--- src/rtl/lnsm_pkg.sv ---
package lnsm_pkg;

    parameter int INT_W  = 8;
    parameter int FRAC_W = 23;

    localparam int LOG_W = INT_W + FRAC_W;
    localparam int CLS_W = 2;
    localparam int OP_W  = CLS_W + 1 + LOG_W;

    typedef enum logic [CLS_W-1:0] {
        CLS_ZERO = 2'b00,
        CLS_FIN  = 2'b01,
        CLS_INF  = 2'b10,
        CLS_NAN  = 2'b11
    } lns_cls_e;

    typedef struct packed {
        lns_cls_e          cls;
        logic              sgn;
        logic [LOG_W-1:0]  lg;
    } lns_word_t;

    // Build a non-finite word; its logarithm field is always cleared.
    function automatic lns_word_t make_special(lns_cls_e c, logic s);
        lns_word_t w;
        w.cls = c;
        w.sgn = (c == CLS_NAN) ? 1'b0 : s;
        w.lg  = '0;
        return w;
    endfunction

endpackage

--- src/rtl/lnsm_log_adder.sv ---
module lnsm_log_adder
    import lnsm_pkg::*;
#(
    parameter int W = LOG_W
) (
    input  logic [W-1:0] a_lg,
    input  logic [W-1:0] b_lg,
    output logic [W-1:0] sum_lg,
    output logic         too_big,
    output logic         too_small
);
    localparam int EW = W + 1;

    logic [EW-1:0] wide;

    always_comb begin
        wide      = {a_lg[W-1], a_lg} + {b_lg[W-1], b_lg};
        sum_lg    = wide[W-1:0];
        // Guard bit and top bit disagree: the sum left the field range.
        too_big   = !wide[EW-1] &&  wide[W-1];
        too_small =  wide[EW-1] && !wide[W-1];
    end
endmodule

--- src/rtl/lnsm_resolve.sv ---
module lnsm_resolve
    import lnsm_pkg::*;
(
    input  lns_cls_e          a_cls,
    input  lns_cls_e          b_cls,
    input  logic              a_sgn,
    input  logic              b_sgn,
    input  logic [LOG_W-1:0]  sum_lg,
    input  logic              too_big,
    input  logic              too_small,
    output lns_word_t         prod
);
    logic s_x;
    logic any_nan, any_inf, any_zero;

    always_comb begin
        s_x      = a_sgn ^ b_sgn;
        any_nan  = (a_cls == CLS_NAN)  || (b_cls == CLS_NAN);
        any_inf  = (a_cls == CLS_INF)  || (b_cls == CLS_INF);
        any_zero = (a_cls == CLS_ZERO) || (b_cls == CLS_ZERO);

        if (any_nan || (any_inf && any_zero)) begin
            prod = make_special(CLS_NAN, 1'b0);
        end else if (any_inf) begin
            prod = make_special(CLS_INF, s_x);
        end else if (any_zero) begin
            prod = make_special(CLS_ZERO, s_x);
        end else if (too_big) begin
            prod = make_special(CLS_INF, s_x);
        end else if (too_small) begin
            prod = make_special(CLS_ZERO, s_x);
        end else begin
            prod.cls = CLS_FIN;
            prod.sgn = s_x;
            prod.lg  = sum_lg;
        end
    end
endmodule

--- src/rtl/lnsm_out_stage.sv ---
module lnsm_out_stage
    import lnsm_pkg::*;
(
    input  logic       clk,
    input  logic       rst,
    input  logic       load,
    input  lns_word_t  d,
    output lns_word_t  q,
    output logic       q_vld
);
    always_ff @(posedge clk) begin
        if (rst) begin
            q     <= '0;
            q_vld <= 1'b0;
        end else begin
            q_vld <= load;
            if (load) begin
                q <= d;
            end
        end
    end
endmodule

--- src/rtl/lns_multiplier.sv ---
module lns_multiplier
    import lnsm_pkg::*;
(
    input  logic             clk,
    input  logic             rst,
    input  logic             in_valid,
    input  logic [OP_W-1:0]  op_a,
    input  logic [OP_W-1:0]  op_b,
    output logic             out_valid,
    output logic [OP_W-1:0]  result
);
    lns_word_t    a_w, b_w, prod_w, res_w;
    logic [LOG_W-1:0] sum_lg;
    logic         too_big, too_small;

    assign a_w = lns_word_t'(op_a);
    assign b_w = lns_word_t'(op_b);

    lnsm_log_adder #(.W(LOG_W)) adder_i (
        .a_lg      (a_w.lg),
        .b_lg      (b_w.lg),
        .sum_lg    (sum_lg),
        .too_big   (too_big),
        .too_small (too_small)
    );

    lnsm_resolve resolve_i (
        .a_cls     (a_w.cls),
        .b_cls     (b_w.cls),
        .a_sgn     (a_w.sgn),
        .b_sgn     (b_w.sgn),
        .sum_lg    (sum_lg),
        .too_big   (too_big),
        .too_small (too_small),
        .prod      (prod_w)
    );

    lnsm_out_stage out_i (
        .clk   (clk),
        .rst   (rst),
        .load  (in_valid),
        .d     (prod_w),
        .q     (res_w),
        .q_vld (out_valid)
    );

    assign result = res_w;
endmodule

--- config.mk ---
export PLATFORM = sky130hd
export DESIGN_NAME = lns_multiplier
export DESIGN_NICKNAME = d
export VERILOG_FILES = /design/src/rtl/lnsm_pkg.sv /design/src/rtl/lnsm_log_adder.sv /design/src/rtl/lnsm_resolve.sv /design/src/rtl/lnsm_out_stage.sv /design/src/rtl/lns_multiplier.sv
export SDC_FILE = /design/constraint.sdc
export NUM_CORES = 1
export LEC_CHECK = 0
export ABC_CLOCK_PERIOD_IN_PS = 5180
export CORE_ASPECT_RATIO = 0.8
export CORE_UTILIZATION = 28
export DETAILED_ROUTE_END_ITERATION = 12
export PLACE_DENSITY = 0.61
export SLEW_MARGIN = 15
export SYNTH_ARGS = -nofsm -noshare
export SYNTH_HDL_FRONTEND = slang
export SYNTH_SLANG_ARGS = --single-unit
--- constraint.sdc ---
create_clock -name clk -period 5.18 [get_ports clk]
set_input_delay 1.036 -clock clk [delete_from_list [all_inputs] [get_ports clk]]
set_output_delay 1.036 -clock clk [all_outputs]
set_load 0.05 [all_outputs]
==> flow_summary.toml, run 1 <==
[worst_setup_path]
startpoint_type = "primary input"
regToRegSetupSlack_ps = 4460
cp_slowest_stage_delay_ps = 560
crit_arrival_ps = 5080
timing.critical_path.buf_inv = 3
path_class = "in2reg"
end_kind = "register"
cp_top_family = "compound AO/OA/AOI/OAI gates"
crit_fanout = 5
critPathLaunch = "op_a[0]"
cp_slowest_cell = "or4_4"
cp_cell_sequence = "clkdlybuf4s50_1 -> ha_1 -> inv_1 -> fa_1 -> nor2b_4 -> o31a_1 -> o31a_1 -> a311o_1 -> o21ai_0 -> buf_4 -> mux2i_1 -> o211ai_1 -> ha_1 -> or4_4 -> or4_1 -> nand3_1"
rr_startpoint = "out_i.q[30]"
r2r_cells = 3
r2r-end = "out_i.q[30]"
critPathRequiredTime_ps = 5400

[final_layout]
final_util_pct = 43.92
areaGrowthSynthToFinish_pct = 48.82
final_area_um2 = 4325
nNetsFinal = 595
final_cell_mix = "clkdlybuf4s50_1 (105), o21ai_0 (45), nand2_1 (42)"
n_antenna_cell = 0
drive_above_1_share_pct = 6.122
layout_commonest_cell = "clkdlybuf4s50_1"

[die]
start_util_pct = 29.51
coreArea_um2 = 9849
dieArea_um2 = 10790
fp.dieW_um = 115.9
io_pins = 106
die_h_um = 93.13
rows = 32

[clocking]
htreeDepth = 2
clkLatencyLatePin_ps = 280
clkTransAtPathRegs_ps = 60
numCtsBuffers = 5
cts_setup_buffers = 0
clk_path_buf_depth = 2
root_buffer = "clkbuf_16"
clock_sink_count = 35
cts_tree = "done"

[placed_design]
port-buffer-count = 105
post-place-ws_ps = -29.55
placed_area_um2 = 4177
dp_hpwl_mm = 7.326
place.gp.congestion = 0.8587

[outcome]
outcome = "complete, no violations"

[grt]
grt_util_all_layers_pct = 17.26
grt_overflow_total = 0
grt_first_pass_wirelength_mm = 14.83
grt_use_met1_pct = 23.72
grt-busiest-layer = "met2"
grtUsageMet2_pct = 27.98
grt_max_degree = 31
antenna_found_initial = 0
met3_usage_pct = 2.981
grt_pass1_vias = 3134

[power_and_ir_drop]
leakage_nw = 1.694
power_mw = 0.9040
power_density_nw_per_um2 = 209.0
vdd_drop_max_mv = 0.1017

[sta]
worst-slew-pin-transition_ps = 535.7
finClkSkew_ps = 0
hold_viol = 0
min_period_ps = 4857
fmax_mhz = 205.9
final_max_slew_viol_count = 0
worst_slack_ps = 323.0
finalSetupViolations = 0
rsz0062_at_grt = "false"
min_period_over_period_pct = 93.76
max-slew-margin-rel_pct = 64.17

[yosys]
yosysTopAreaCell = "dfxtp_1"
synth_fp_nets = 485
synth_seq_cells = 35
synth_top_cell_area_share_pct = 24.11
synth_flop_cell = "dfxtp_1"
ys_types = 55
syn_area_per_cell_um2 = 7.669
netlist_top_cells_area = "dfxtp_1 (24%), ha_1 (15%), o21ai_0 (7.7%), nand2_1 (5.4%), nor2_1 (3.7%)"
yosysSeqAreaShare_pct = 24.11
syn_area_um2 = 2907
synth_edf_count = 0
synth-warning-count = 0
postSynthCellCount = 379
synthArstFlopShare_pct = 0

[routing]
drc = 0
drtIter0Drc = 143
via_per_inst = 5.163
wl_per_cell_um = 14.62
ant_nets = 0
routed_wl_mm = 9.153
vias = 3232
drt-pass1-iter-count = 4

[worst_hold_path]
whs_path_depth = 2
hp-start = "out_i.q[20]"
hold-path-endpoint = "out_i.q[20]"
hold_path_class = "reg2reg"

[run]
cap_violations = 0
[metrics by stage]
stage / hold WS (ps) / std cells / setup TNS [ps]
3_3_place_gp: 435.5 / 618 / 0
5_1_grt: 492.4 / 626 / 0
3_5_place_dp: 443.9 / 618 / -29.55
6_report: 449.6 / 626 / 0
2_1_floorplan: 657.8 / 379 / 0
4_1_cts: 455.1 / 626 / 0
[how the worst max path moves through the flow]
| stage | end | slack [ps] | cells past startpoint |
|---|---|---|---|
| finish | out_i.q[25] | 320 | 16 |
| global route | out_i.q[25] | 50 | 16 |
| CTS | out_i.q[25] | 230 | 16 |
| detailed placement | out_i.q[25] | -30 | 16 |
| global placement | out_i.q[25] | 20 | 16 |
| floorplan | out_i.q[24] | 510 | 15 |
[synthesized netlist by cell type (3+ instances only)]
master,number
a211oi_1,6
a21o_1,3
a21oi_1,20
a22oi_1,3
a31oi_1,6
a32o_1,6
clkbuf_1,14
dfxtp_1,35
ha_1,34
inv_1,13
nand2_1,42
nand3_1,18
nand4_1,8
nor2_1,29
nor2b_1,3
nor3_1,10
o2111ai_1,3
o211ai_1,4
o21a_1,5
o21ai_0,45
o21bai_1,5
o31ai_1,6
or3_1,4
or4_1,4
xnor2_1,6
xor2_1,11
[area by class of cell]
class	instances	area (µm²)
sequential	35	700.7
fill	1017	5524
clock inverter	3	20.02
inverter	13	48.80
timing repair buffer	118	1149
tap	136	170.2
multi-input combinational	316	2112
clock buffer	5	125.1
[what timing repair did]
action / CTS / global route
hold endpoints to repair: 0 / 0
hold buffers: 0 / 0
endpoints found under the setup margin: 0 / 1
gates resized for setup: 0 / 1
[flip-flops by register name, indices dropped and copies added, names as in the netlist]
signal,cells
out_i.q_vld,1
out_i.q,34
[per-layer routing]
metal / up-vias / share of wire [%]
li1: 1640 / -
met4: 0 / 1.2
met2: 93 / 43
met3: 11 / 5.4
met1: 1488 / 50
met5: - / 0
[power breakdown]
part / internal [mW] / switching, mW
registers: 0.274 / 0.00224
clock network: 0.177 / 0.121
logic: 0.154 / 0.176
[cell families (layout without fill, tap and decap cells)]
logic type / Yosys count / count (layout) / synth area share (%)
buffers and inverters: 28 / 139 / 3.659
DFF: 35 / 35 / 24.11
muxes: 1 / 1 / 0.3444
xor gates and xnor gates: 17 / 17 / 5.123
and+or+nand+nor: 132 / 132 / 22.08
adders and majority gates: 35 / 35 / 15.33
AOI/OAI and AO/OA: 131 / 131 / 29.36
[worst min-delay path: cells and delay by family, from the launching register on]
family             cells  cell delay [ps]
AOI/OAI and AO/OA      1               50
DFF                    1              320
and+or+nand+nor        1               40
Note: power is estimated with default switching activity, not from simulation.
==> run 2: changes to the inputs <==
--- a/config.mk
+++ b/config.mk
@@ -6,10 +6,12 @@
 export NUM_CORES = 1
 export LEC_CHECK = 0
 export ABC_CLOCK_PERIOD_IN_PS = 5180
+export CELL_PAD_IN_SITES_DETAIL_PLACEMENT = 0
+export CELL_PAD_IN_SITES_GLOBAL_PLACEMENT = 1
 export CORE_ASPECT_RATIO = 0.8
 export CORE_UTILIZATION = 28
 export DETAILED_ROUTE_END_ITERATION = 12
-export PLACE_DENSITY = 0.61
+export PLACE_DENSITY = 0.79
 export SLEW_MARGIN = 15
 export SYNTH_ARGS = -nofsm -noshare
 export SYNTH_HDL_FRONTEND = slang
==> flow_summary.toml, run 2 (synthesis results as in run 1) <==
[placed_design]
place.gp.congestion = 0.8535
dp_hpwl_mm = 7.225
port-buffer-count = 105

[power_and_ir_drop]
p_sw_share_pct = 33.05
p_seq_share_pct = 30.5
vdd_drop_max_mv = 0.1092
power_mw = 0.9040
leakage_nw = 1.699
power_frac_clock_pct = 33.1
power_density_nw_per_um2 = 208.6
combPwrFrac_pct = 36.4
intPower_mw = 0.6052
p_sw_mw = 0.2988

[clocking]
cts_tree = "done"
htreeDepth = 2
root_buffer = "clkbuf_16"
clkTransAtPathRegs_ps = 60
cts_setup_buffers = 0
numCtsBuffers = 5
clock_sink_count = 35
ctsHoldBuffers = 0
clk_path_buf_depth = 2
clkLatencyLatePin_ps = 280

[final_layout]
areaGrowthSynthToFinish_pct = 49.07
top_regs = "out_i.q (34), out_i.q_vld (1)"
largest_register = "out_i.q"
largest_register_ffs = 34
n_antenna_cell = 0
drive_above_1_share_pct = 6.314
nNetsFinal = 596
final_util_pct = 43.99
final_cell_mix = "clkdlybuf4s50_1 (105), o21ai_0 (45), nand2_1 (42)"
layout_commonest_cell = "clkdlybuf4s50_1"

[routing]
via_per_inst = 5.038
wl_per_cell_um = 14.39
ant_nets = 0
vias = 3159
routed_wl_mm = 9.022
drtIter0Drc = 115
drc = 0
drt-pass1-iter-count = 4

[worst_setup_path]
regToRegSetupSlack_ps = 4450
r2r_cells = 3
critPathRequiredTime_ps = 5400
path_class = "in2reg"
crit_fanout = 6
r2r-end = "out_i.q[30]"
end_kind = "register"
crit_arrival_ps = 5140
startpoint_type = "primary input"
rr_startpoint = "out_i.q[30]"
crit_path_end = "out_i.q[25]"
critPathLaunch = "op_a[0]"

[sta]
max-slew-margin-rel_pct = 64.71
min_period_over_period_pct = 94.90
final_max_slew_viol_count = 0
hold_viol = 0
min_period_ps = 4916
worst-slew-pin-transition_ps = 527.7
finalSetupViolations = 0
fmax_mhz = 203.4
finClkSkew_ps = 0
rsz0062_at_grt = "false"

[grt]
grt_pass1_vias = 3147
antenna_found_initial = 0
grt_max_degree = 31
grt_first_pass_wirelength_mm = 14.69
grt_util_all_layers_pct = 17.06
grt_overflow_total = 0

[die]
start_util_pct = 29.51
dieArea_um2 = 10790
io_pins = 106
coreArea_um2 = 9849
fp.dieW_um = 115.9
die_h_um = 93.13
rows = 32

[worst_hold_path]
hold_path_class = "reg2reg"

[run]
cap_violations = 0

[outcome]
outcome = "complete, no violations"
run 2: changes by cell type in the layout (fill, tap and decap cells not counted):
cell	previous run	this run
buf_4	13	14
run 2: repair_timing:
action | CTS | global route
setup endpoints to repair | 0 | 2
resized for setup | 0 | 1
endpoints found under the hold margin | 0 | 0
run 2: routing by layer:
metal,global-route usage [%],share of wire [%],vias up,routed length (µm)
li1,-,-,1648,-
met1,23.98,51,1414,4635
met2,27.48,43,91,3907
met3,2.722,4.8,6,435
met4,3.098,0.49,0,44
met5,0,0,-,0
run 2: power groups by stage:
| stage | clock network (mW) | logic, mW | registers [mW] |
|---|---|---|---|
| after floorplan | 0 | 0.187 | 0.297 |
| after global placement | 0 | 0.326 | 0.282 |
| after detailed placement | 0 | 0.326 | 0.282 |
| after CTS | 0.308 | 0.329 | 0.276 |
| after global routing | 0.318 | 0.365 | 0.276 |
| final | 0.299 | 0.329 | 0.276 |
run 2: worst max-delay path, cell delays in order:
cell and delay (ps):
clkdlybuf4s50_1 410, ha_1 220, inv_1 70, fa_1 250, nor2b_4 60, o31a_1 260, o31a_1 270, a311o_1 410
o21ai_0 200, buf_4 150, mux2i_1 250, o211ai_1 160, ha_1 230, or4_4 560, or4_1 530, nand3_1 90
run 2: how the worst min path moves through the flow:
stage	from	slack, ps	depth (start not counted)	to
6_report	out_i.q[1]	450	2	out_i.q[1]
3_5_place_dp	out_i.q[1]	440	2	out_i.q[1]
2_1_floorplan	out_i.q[5]	660	2	out_i.q[5]
3_3_place_gp	out_i.q[1]	430	2	out_i.q[1]
4_1_cts	out_i.q[1]	460	2	out_i.q[1]
5_1_grt	out_i.q[23]	480	2	out_i.q[23]
run 2: cell type report:
| cell class | count | area [µm²] |
|---|---|---|
| Clock buffer | 5 | 125.1 |
| Clock inverter | 3 | 20.02 |
| Fill cell | 1045 | 5517 |
| Inverter | 13 | 48.80 |
| Multi-Input combinational cell | 316 | 2112 |
| Sequential cell | 35 | 700.7 |
| Tap cell | 136 | 170.2 |
| Timing Repair Buffer | 119 | 1156 |
run 2: through the flow:
| stage | hold slack (ps) | setup TNS [ps] | std cells | setup slack [ps] | area [µm²] |
|---|---|---|---|---|---|
| floorplan | 657.8 | 0 | 379 | 505.2 | 2907 |
| CTS | 457.3 | 0 | 627 | 180.0 | 4329 |
| global route | 483.6 | 0 | 627 | 53.90 | 4333 |
| finish | 449.1 | 0 | 627 | 264.4 | 4333 |
| global placement | 434.7 | -20.87 | 619 | -20.87 | 4184 |
| detailed placement | 442.6 | -180.6 | 619 | -91.89 | 4184 |
